## config.mk

```make
export PLATFORM = sky130hd
export DESIGN_NAME = pgate_ctrl
export DESIGN_NICKNAME = d
export VERILOG_FILES = /design/src/rtl/pgate_pkg.sv /design/src/rtl/pgate_cfg_clamp.sv /design/src/rtl/pgate_idle_mon.sv /design/src/rtl/pgate_win_tmr.sv /design/src/rtl/pgate_ctrl.sv
export SDC_FILE = /design/constraint.sdc
export NUM_CORES = 1
export LEC_CHECK = 0
export BUFFER_PORTS_ARGS = -buffer_cell sky130_fd_sc_hd__buf_2
export CAP_MARGIN = 15
export CORE_MARGIN = 4
export CORE_UTILIZATION = 45
export DETAILED_ROUTE_END_ITERATION = 10
export PLACE_DENSITY = 0.7
export SLEW_MARGIN = 20
export SYNTH_ARGS = -nofsm -noshare
export SYNTH_HDL_FRONTEND = slang
export SYNTH_SLANG_ARGS = --single-unit
```

## constraint.sdc

```tcl
create_clock -name clk -period 4.85 [get_ports clk]
set_input_delay 0.97 -clock clk [delete_from_list [all_inputs] [get_ports clk]]
set_output_delay 0.97 -clock clk [all_outputs]
set_load 0.03 [all_outputs]
```

## src/rtl/pgate_pkg.sv

```systemverilog
package pgate_pkg;
  typedef enum logic [1:0] {
    PG_ON       = 2'd0,
    PG_BLACKOUT = 2'd1,
    PG_OFF      = 2'd2,
    PG_WAKE     = 2'd3
  } pg_state_e;
endpackage

```

## src/rtl/pgate_cfg_clamp.sv

```systemverilog
// Maps raw configuration to effective thresholds.
module pgate_cfg_clamp #(
  parameter int IDLE_W   = 4,
  parameter int BET_W    = 5,
  parameter int IDLE_DEF = 5,
  parameter int BET_MIN  = 9,
  parameter int BET_MAX  = 24
) (
  input  logic [IDLE_W-1:0] cfg_idle,
  input  logic [BET_W-1:0]  cfg_bet,
  output logic [IDLE_W-1:0] idle_thr,
  output logic [BET_W-1:0]  bet_len
);
  localparam logic [IDLE_W-1:0] IDLE_DEF_V = IDLE_W'(IDLE_DEF);
  localparam logic [BET_W-1:0]  BET_MIN_V  = BET_W'(BET_MIN);
  localparam logic [BET_W-1:0]  BET_MAX_V  = BET_W'(BET_MAX);

  always_comb begin
    if (cfg_idle == '0) idle_thr = IDLE_DEF_V;
    else                idle_thr = cfg_idle;
  end

  always_comb begin
    if (cfg_bet < BET_MIN_V)      bet_len = BET_MIN_V;
    else if (cfg_bet > BET_MAX_V) bet_len = BET_MAX_V;
    else                          bet_len = cfg_bet;
  end
endmodule

```

## src/rtl/pgate_idle_mon.sv

```systemverilog
// Counts consecutive idle cycles while powered; saturates.
module pgate_idle_mon #(
  parameter int IDLE_W = 4
) (
  input  logic              clk,
  input  logic              rst_n,
  input  logic              clr,
  input  logic              busy,
  input  logic [IDLE_W-1:0] thr,
  output logic              thr_met
);
  localparam logic [IDLE_W-1:0] CNT_MAX = '1;

  logic [IDLE_W-1:0] cnt_q, cnt_d;
  logic              cnt_en;
  logic [IDLE_W:0]   run;

  assign run     = {1'b0, cnt_q} + (IDLE_W+1)'(1);
  assign thr_met = !busy && (run >= {1'b0, thr});

  always_comb begin
    cnt_en = clr || busy || (cnt_q != CNT_MAX);
    if (clr || busy) cnt_d = '0;
    else             cnt_d = cnt_q + IDLE_W'(1);
  end

  always_ff @(posedge clk or negedge rst_n) begin
    if (!rst_n)      cnt_q <= '0;
    else if (cnt_en) cnt_q <= cnt_d;
  end
endmodule

```

## src/rtl/pgate_win_tmr.sv

```systemverilog
// Down counter shared by the blackout and wakeup windows.
module pgate_win_tmr #(
  parameter int TW = 5
) (
  input  logic          clk,
  input  logic          rst_n,
  input  logic          load,
  input  logic [TW-1:0] load_val,
  input  logic          run,
  output logic          done
);
  logic [TW-1:0] cnt_q, cnt_d;
  logic          cnt_en;

  assign done = (cnt_q == '0);

  always_comb begin
    cnt_en = load || (run && !done);
    if (load) cnt_d = load_val;
    else      cnt_d = cnt_q - TW'(1);
  end

  always_ff @(posedge clk or negedge rst_n) begin
    if (!rst_n)      cnt_q <= '0;
    else if (cnt_en) cnt_q <= cnt_d;
  end
endmodule

```

## src/rtl/pgate_ctrl.sv

```systemverilog
module pgate_ctrl
  import pgate_pkg::*;
#(
  parameter int IDLE_W   = 4,
  parameter int BET_W    = 5,
  parameter int WARP_W   = 6,
  parameter int IDLE_DEF = 5,
  parameter int BET_MIN  = 9,
  parameter int BET_MAX  = 24,
  parameter int WAKE_CYC = 3
) (
  input  logic              clk,
  input  logic              rst_n,
  input  logic [IDLE_W-1:0] cfg_idle,
  input  logic [BET_W-1:0]  cfg_bet,
  input  logic              cfg_coord,
  input  logic              unit_busy,
  input  logic [WARP_W-1:0] warp_cnt,
  input  logic              wake_req,
  output logic              sleep_en,
  output logic              wake_en,
  output logic              unit_ready,
  output logic              crit_wake,
  output logic [1:0]        pg_state
);
  localparam int WAKE_W = $clog2(WAKE_CYC + 1);
  localparam int TMR_W  = (BET_W > WAKE_W) ? BET_W : WAKE_W;
  localparam logic [TMR_W-1:0] WAKE_LOAD = TMR_W'(WAKE_CYC - 1);

  pg_state_e         st_q, st_d;
  logic              crit_q, crit_d;
  logic [IDLE_W-1:0] idle_thr;
  logic [BET_W-1:0]  bet_len;
  logic              thr_met, gate_ok;
  logic              tmr_load, tmr_run, tmr_done;
  logic [TMR_W-1:0]  tmr_val;

  pgate_cfg_clamp #(
    .IDLE_W(IDLE_W), .BET_W(BET_W), .IDLE_DEF(IDLE_DEF),
    .BET_MIN(BET_MIN), .BET_MAX(BET_MAX)
  ) u_clamp (
    .cfg_idle(cfg_idle), .cfg_bet(cfg_bet),
    .idle_thr(idle_thr), .bet_len(bet_len)
  );

  pgate_idle_mon #(.IDLE_W(IDLE_W)) u_idle (
    .clk(clk), .rst_n(rst_n), .clr(st_q != PG_ON),
    .busy(unit_busy), .thr(idle_thr), .thr_met(thr_met)
  );

  pgate_win_tmr #(.TW(TMR_W)) u_tmr (
    .clk(clk), .rst_n(rst_n), .load(tmr_load), .load_val(tmr_val),
    .run(tmr_run), .done(tmr_done)
  );

  assign gate_ok = thr_met && (!cfg_coord || (warp_cnt == '0));
  assign tmr_run = (st_q == PG_BLACKOUT) || (st_q == PG_WAKE);

  // next-state logic
  always_comb begin
    st_d     = st_q;
    crit_d   = 1'b0;
    tmr_load = 1'b0;
    tmr_val  = '0;
    unique case (st_q)
      PG_ON: begin
        if (gate_ok) begin
          st_d     = PG_BLACKOUT;
          tmr_load = 1'b1;
          tmr_val  = TMR_W'(bet_len) - TMR_W'(1);
        end
      end
      PG_BLACKOUT: begin
        if (tmr_done) begin
          if (wake_req) begin
            st_d     = PG_WAKE;
            crit_d   = 1'b1;
            tmr_load = 1'b1;
            tmr_val  = WAKE_LOAD;
          end else begin
            st_d = PG_OFF;
          end
        end
      end
      PG_OFF: begin
        if (wake_req) begin
          st_d     = PG_WAKE;
          tmr_load = 1'b1;
          tmr_val  = WAKE_LOAD;
        end
      end
      PG_WAKE: begin
        if (tmr_done) st_d = PG_ON;
      end
      default: st_d = PG_ON;
    endcase
  end

  // state registers
  always_ff @(posedge clk or negedge rst_n) begin
    if (!rst_n) begin
      st_q   <= PG_ON;
      crit_q <= 1'b0;
    end else begin
      st_q   <= st_d;
      crit_q <= crit_d;
    end
  end

  assign unit_ready = (st_q == PG_ON);
  assign sleep_en   = (st_q == PG_BLACKOUT) || (st_q == PG_OFF);
  assign wake_en    = (st_q == PG_WAKE);
  assign crit_wake  = crit_q;
  assign pg_state   = st_q;
endmodule

```

# Yosys cells after proc, flatten, opt, wreduce, memory -nomap -nowiden
# Cells that the tools add are included.
[word_totals]
input_bits = 20
mem_bits_ro = 0
wordCells = 57
n_memories = 0
reg_bits = 12
latch_bits = 0
mem_bits_rw = 0
out_inout_bits = 6
[classes]
div = 0
order_cmp = 3
n_reduce_logical = 18
n_shift = 0
bitwise_logic = 0
multipliers = 0
mux = 20
eq_ne = 8
n_addsub = 4
[op_table]
columns = ["op", "count"]
rows = [
  ["2-to-1 mux 5 bit", 4],
  ["one-hot mux 5 bit (3 select lines)", 1],
  ["2-to-1 mux 2 bit", 6],
  ["subtractor 5 x 1 -> 5 bit (second input constant)", 2],
  ["2-to-1 mux 4 bit", 2],
  ["one-hot mux 2 bit (4 select lines)", 1],
  ["logical NOT 6 bit", 1],
  ["logical OR 1 bit", 6],
  ["!= test 2 x 1 -> 1 bit (second input constant)", 3],
  ["adder 4 x 1 -> 5 bit (second input constant)", 1],
  [">= comparator 5 x 4 -> 1 bit", 1],
  ["greater-than comparator 5 bit (second input constant)", 1],
  ["logical NOT 5 bit", 1],
  ["less-than comparator 5 x 4 -> 1 bit (second input constant)", 1],
  ["2-to-1 mux 1 bit", 5],
  ["adder 4 x 1 -> 4 bit (second input constant)", 1],
  ["equality test 2 bit (second input constant)", 2],
  ["logical NOT 4 bit", 1],
  ["!= test 4 bit (second input constant)", 1],
  ["AND reduction 4 bit", 1],
  ["logical AND 1 bit", 3],
  ["logical NOT 1 bit", 3],
  ["one-hot mux 1 bit (3 select lines)", 1],
  ["equality test 2 x 1 -> 1 bit (second input constant)", 1],
  ["other kinds (3)", 3],
]

# Logic depth before layout (Yosys ltp)
[depth]
word_depth = 8
depth_mapped = 8
ltp_nobuf = 8

# By module
# From an unflattened synthesis, not the netlist that was laid out.
[hier_totals]
cells_unflattened = 121
hier_area_um2 = 1067.3
[modules_own_cells]
columns = ["mod", "n_inst", "area_each_um2", "cells_per_inst"]
rows = [
  ["pgate_ctrl", 1, 369.1, 43],
  ["pgate_idle_mon", 1, 309.0, 31],
  ["pgate_win_tmr", 1, 304.0, 32],
  ["pgate_cfg_clamp", 1, 85.1, 15],
]

# Worst setup path before layout
# Ideal clock, no wire load.
[synth_path]
kind = "input-to-reg"
start = "input cfg_idle[1]"
end = "register st_q[1], in the netlist pg_state[1]"
setup_ps = 128
path_buffers = 0
arrival_time_ps = 2594
required_ps = 4722
path_slack_ps = 2128
path_stages = 8
path_cell_list = "nor3_1 -> or2_2 -> ha_1 -> nand2b_1 -> a211oi_1 -> o21ai_2 -> o211ai_1 -> mux2_1"
[synth_via]
elab_chain_cells = 7
[synth_rtl]
columns = ["element", "line", "rtl"]
rows = [
  ["from (decl)", "pgate_ctrl.sv:14", "input logic [IDLE_W-1:0] cfg_idle,"],
  ["logical NOT 4 bit", "pgate_cfg_clamp.sv:19", "if (cfg_idle == '0) idle_thr = IDLE_DEF_V;"],
  ["2-to-1 mux 4 bit *", "pgate_cfg_clamp.sv:19", ""],
  [">= comparator 5 x 4 -> 1 bit *", "pgate_idle_mon.sv:19", "assign thr_met = !busy && (run >= {1'b0, thr});"],
  ["logical AND 1 bit *", "pgate_idle_mon.sv:19", ""],
  ["logical AND 1 bit *", "pgate_ctrl.sv:56", "assign gate_ok = thr_met && (!cfg_coord || (warp_cnt == '0));"],
  ["!= test 2 x 1 -> 1 bit (no line) *", "-", ""],
  ["AND reduction 4 bit (no line) *", "-", ""],
  ["to (signal assigned)", "pgate_ctrl.sv:105", "st_q <= st_d;"],
  ["to (decl)", "pgate_ctrl.sv:30", "pg_state_e st_q, st_d;"],
]
# Every way passes the cells marked *; elsewhere a longest branch is shown, timed or not.
# A chain may end at the register's enable or synchronous reset.

# Final worst setup path
# Ends and elaborated chain as after synthesis.

==> metrics.csv <==
stage,metric,value,unit
grt,first-pass GRT wire length,3280,µm
cells_and_area,share of layout cells above drive strength 1,0.276,
setup_path,Worst EP arrival,2.81,ns
grt,pin count of the biggest net entering global routing,13,
floorplanning,Rows,16,
sta,setup ws final,2.21,ns
yosys,Ys Warns,0,
yosys,synth top area cells,"dfrtp_1 31%, ha_1 15%, nor2_1 5.4%, mux2_4 4.6%, xnor2_1 4.5%",
yosys,sequential-to-total area share from yosys stat,0.308,
grt,Total GRT Usage,0.157,
cts,Clock Tree Buf Depth,2,
sta,hold slack,0.552,ns
cells_and_area,"commonest non-fill, non-tap cell in the layout",buf_2,
drt,initial DRC count,12,
cells_and_area,Layout Nets,167,
setup_path,crit path max fanout,4,
cts,clock sinks,12,
cts,H-tree depth,1,
floorplanning,die height,54.5,µm
hold_path,HP Class,input pin to async pin,
cts,Resized Gates After CTS,0,
cells_and_area,antenna diode count,0,
setup_path,crit path launch type,input pin,
sta,Final Hold Fails,0,
drt,DR WL met3,182,µm
floorplanning,die area,2970,µm²
cells_and_area,Filler Cells Inserted,194,
yosys,#FFs+latches synth,12,
placed_design,gpl congestion,0.826,
yosys,"Async S/R FF share, synth",1.00,
drt,total iterations of the first detailed-routing run,4,
setup_path,CP Data Required Time,5.02,ns
cells_and_area,"commonest non-fill, non-tap cells in the layout","25 x buf_2, 14 x nor2_1, 12 x ha_1, 12 x dfrtp_1, 10 x inv_1",
sta,final cycle utilization of the critical path,0.544,
yosys,gate count after technology mapping,105,
grt,grt ovf,0,
yosys,synthesized area per cell,9.27,µm²
sta,Setup Viol. Count Final,0,
cells_and_area,area growth from synthesis to layout,20.1,%
drt,WL/cell,12.4,µm
sta,setup TNS,0,ns
yosys,"EDFF count, synth",0,
outcome,status,"complete, no violations",
power_and_ir_drop,pwr/cell area,529,nW/µm²
flow_run,max cap viols,0,
placed_design,I/O Buffers,25,
yosys,post-synthesis cell area,973,µm²
drt,DR WL met2,1020,µm
cts,TritonCTS Buffers,3,
sta,Clock Skew,0.00304,ns
drt,vias per std cell,5.41,
sta,Final min period,2.64,ns
setup_path,R2R setup slack,2.55,ns
sta,Slew @ Worst Pin,0.636,ns
yosys,Synth area leader,dfrtp_1,
cts,Root Buffer,clkbuf_4,
drt,Max Used Layer,met4,
yosys,post-synth top area share,0.308,
floorplanning,IO Count,26,
grt,number of global-route vias before repair,817,
floorplanning,core box area,2000,µm²
power_and_ir_drop,peak supply drop,0.000489,V
cts,post-CTS setup buffers,0,
cts,clock transition at the registers of the reported paths,0.08,ns
drt,post-route ant nets,0,
drt,Post-Route WL,1990,µm
setup_path,R2R depth,8,
setup_path,CP endpoint kind,flip-flop,
cells_and_area,fin util,0.584,
cts,hold-fix buffers at CTS,0,
placed_design,DP Worst Slack,1.89,ns
grt,initial antenna violation count,0,
drt,WL met1,777,µm
yosys,ys flop type,dfrtp_1,
drt,via count,871,
sta,RSZ-0062 raised after global routing,false,
cts,worst skew pair latency,0.28,ns
floorplanning,Die W,54.5,µm
yosys,Synth Net Count,137,
yosys,Netlist cell types,33,
sta,maximum operating frequency,379,MHz
placed_design,dpl hpwl,1690,µm
sta,Rel. slew slack,0.573,
floorplanning,Initial Util,0.486,
cts,CTS tree,done,
setup_path,type of the worst setup path,input pin to flip-flop,
sta,Final Max Slew Viols,0,
power_and_ir_drop,Leak,0.627,nW
drt,DRC viols,0,
[critical path: stages]
cell	delay [ns]
buf_2	0.10
nor3_1	0.05
or2_2	0.27
ha_1	0.28
nand2b_1	0.14
a211oi_1	0.27
o21ai_2	0.15
o211ai_1	0.24
mux2_1	0.34
[power breakdown]
group | switching (mW) | total, mW | internal, mW
combinational | 0.209 | 0.366 | 0.157
sequential | 0.0377 | 0.170 | 0.132
clock | 0.0363 | 0.0820 | 0.0458
[area by class of cell]
class / instances / area, µm² / share of cell area
Sequential cell: 12 / 300 / 0.257
Clock buffer: 4 / 36.3 / 0.0310
Timing Repair Buffer: 25 / 125 / 0.107
Inverter: 10 / 37.5 / 0.0321
Multi-Input combinational cell: 83 / 636 / 0.544
Tap cell: 27 / 33.8 / 0.0289
[layer usage]
metal / up-vias / track usage
met5: - / 0
met4: 0 / 0.0456
met3: 2 / 0.0681
met2: 28 / 0.289
met1: 407 / 0.157
li1: 434 / -
[cell families (layout without fill, tap and decap cells)]
kind of cell	Yosys count	after routing	share of synthesized area
simple gates	37	37	0.207
compound gates	20	20	0.139
fa+ha+maj	12	12	0.154
flops	12	12	0.308
buf+inv	10	39	0.0386
mux	8	8	0.0990
xor+xnor	6	6	0.0540
[sequential cells by signal, indices dropped and copies added, names as in the netlist]
signal,count
u_idle.cnt_q,4
u_tmr.cnt_q,5
crit_wake,1
pg_state,2
[synthesized netlist by cell type, drive strengths merged (2+ instances only)]
cell,n
a211oi,2
a21oi,4
a31oi,2
dfrtp,12
ha,12
inv,10
mux2,4
mux2i,4
nand2,6
nand2b,3
nand3,2
nor2,14
nor2b,2
nor3,5
o211ai,2
o21ai,5
xnor2,5
[stage by stage]
stage          std cells  instance area, µm²  power (mW)
6_report             161                1170       0.618
5_1_grt              161                1170       0.669
4_1_cts              161                1170       0.624
3_5_place_dp         157                1130       0.537
3_3_place_gp         157                1130       0.529
2_1_floorplan        105                 973       0.456
[final timing paths]
check	startpoint	endpoint
max in group asynchronous	rst_n	u_tmr.cnt_q[0]
setup / recovery	cfg_idle[1]	pg_state[1]
setup reg to reg	u_idle.cnt_q[0]	pg_state[1]
min in group clk	u_idle.cnt_q[1]	u_idle.cnt_q[1]
hold reg to reg	u_idle.cnt_q[1]	u_idle.cnt_q[1]
hold / removal	rst_n	crit_wake
Note: power is estimated with default switching activity, not from simulation.
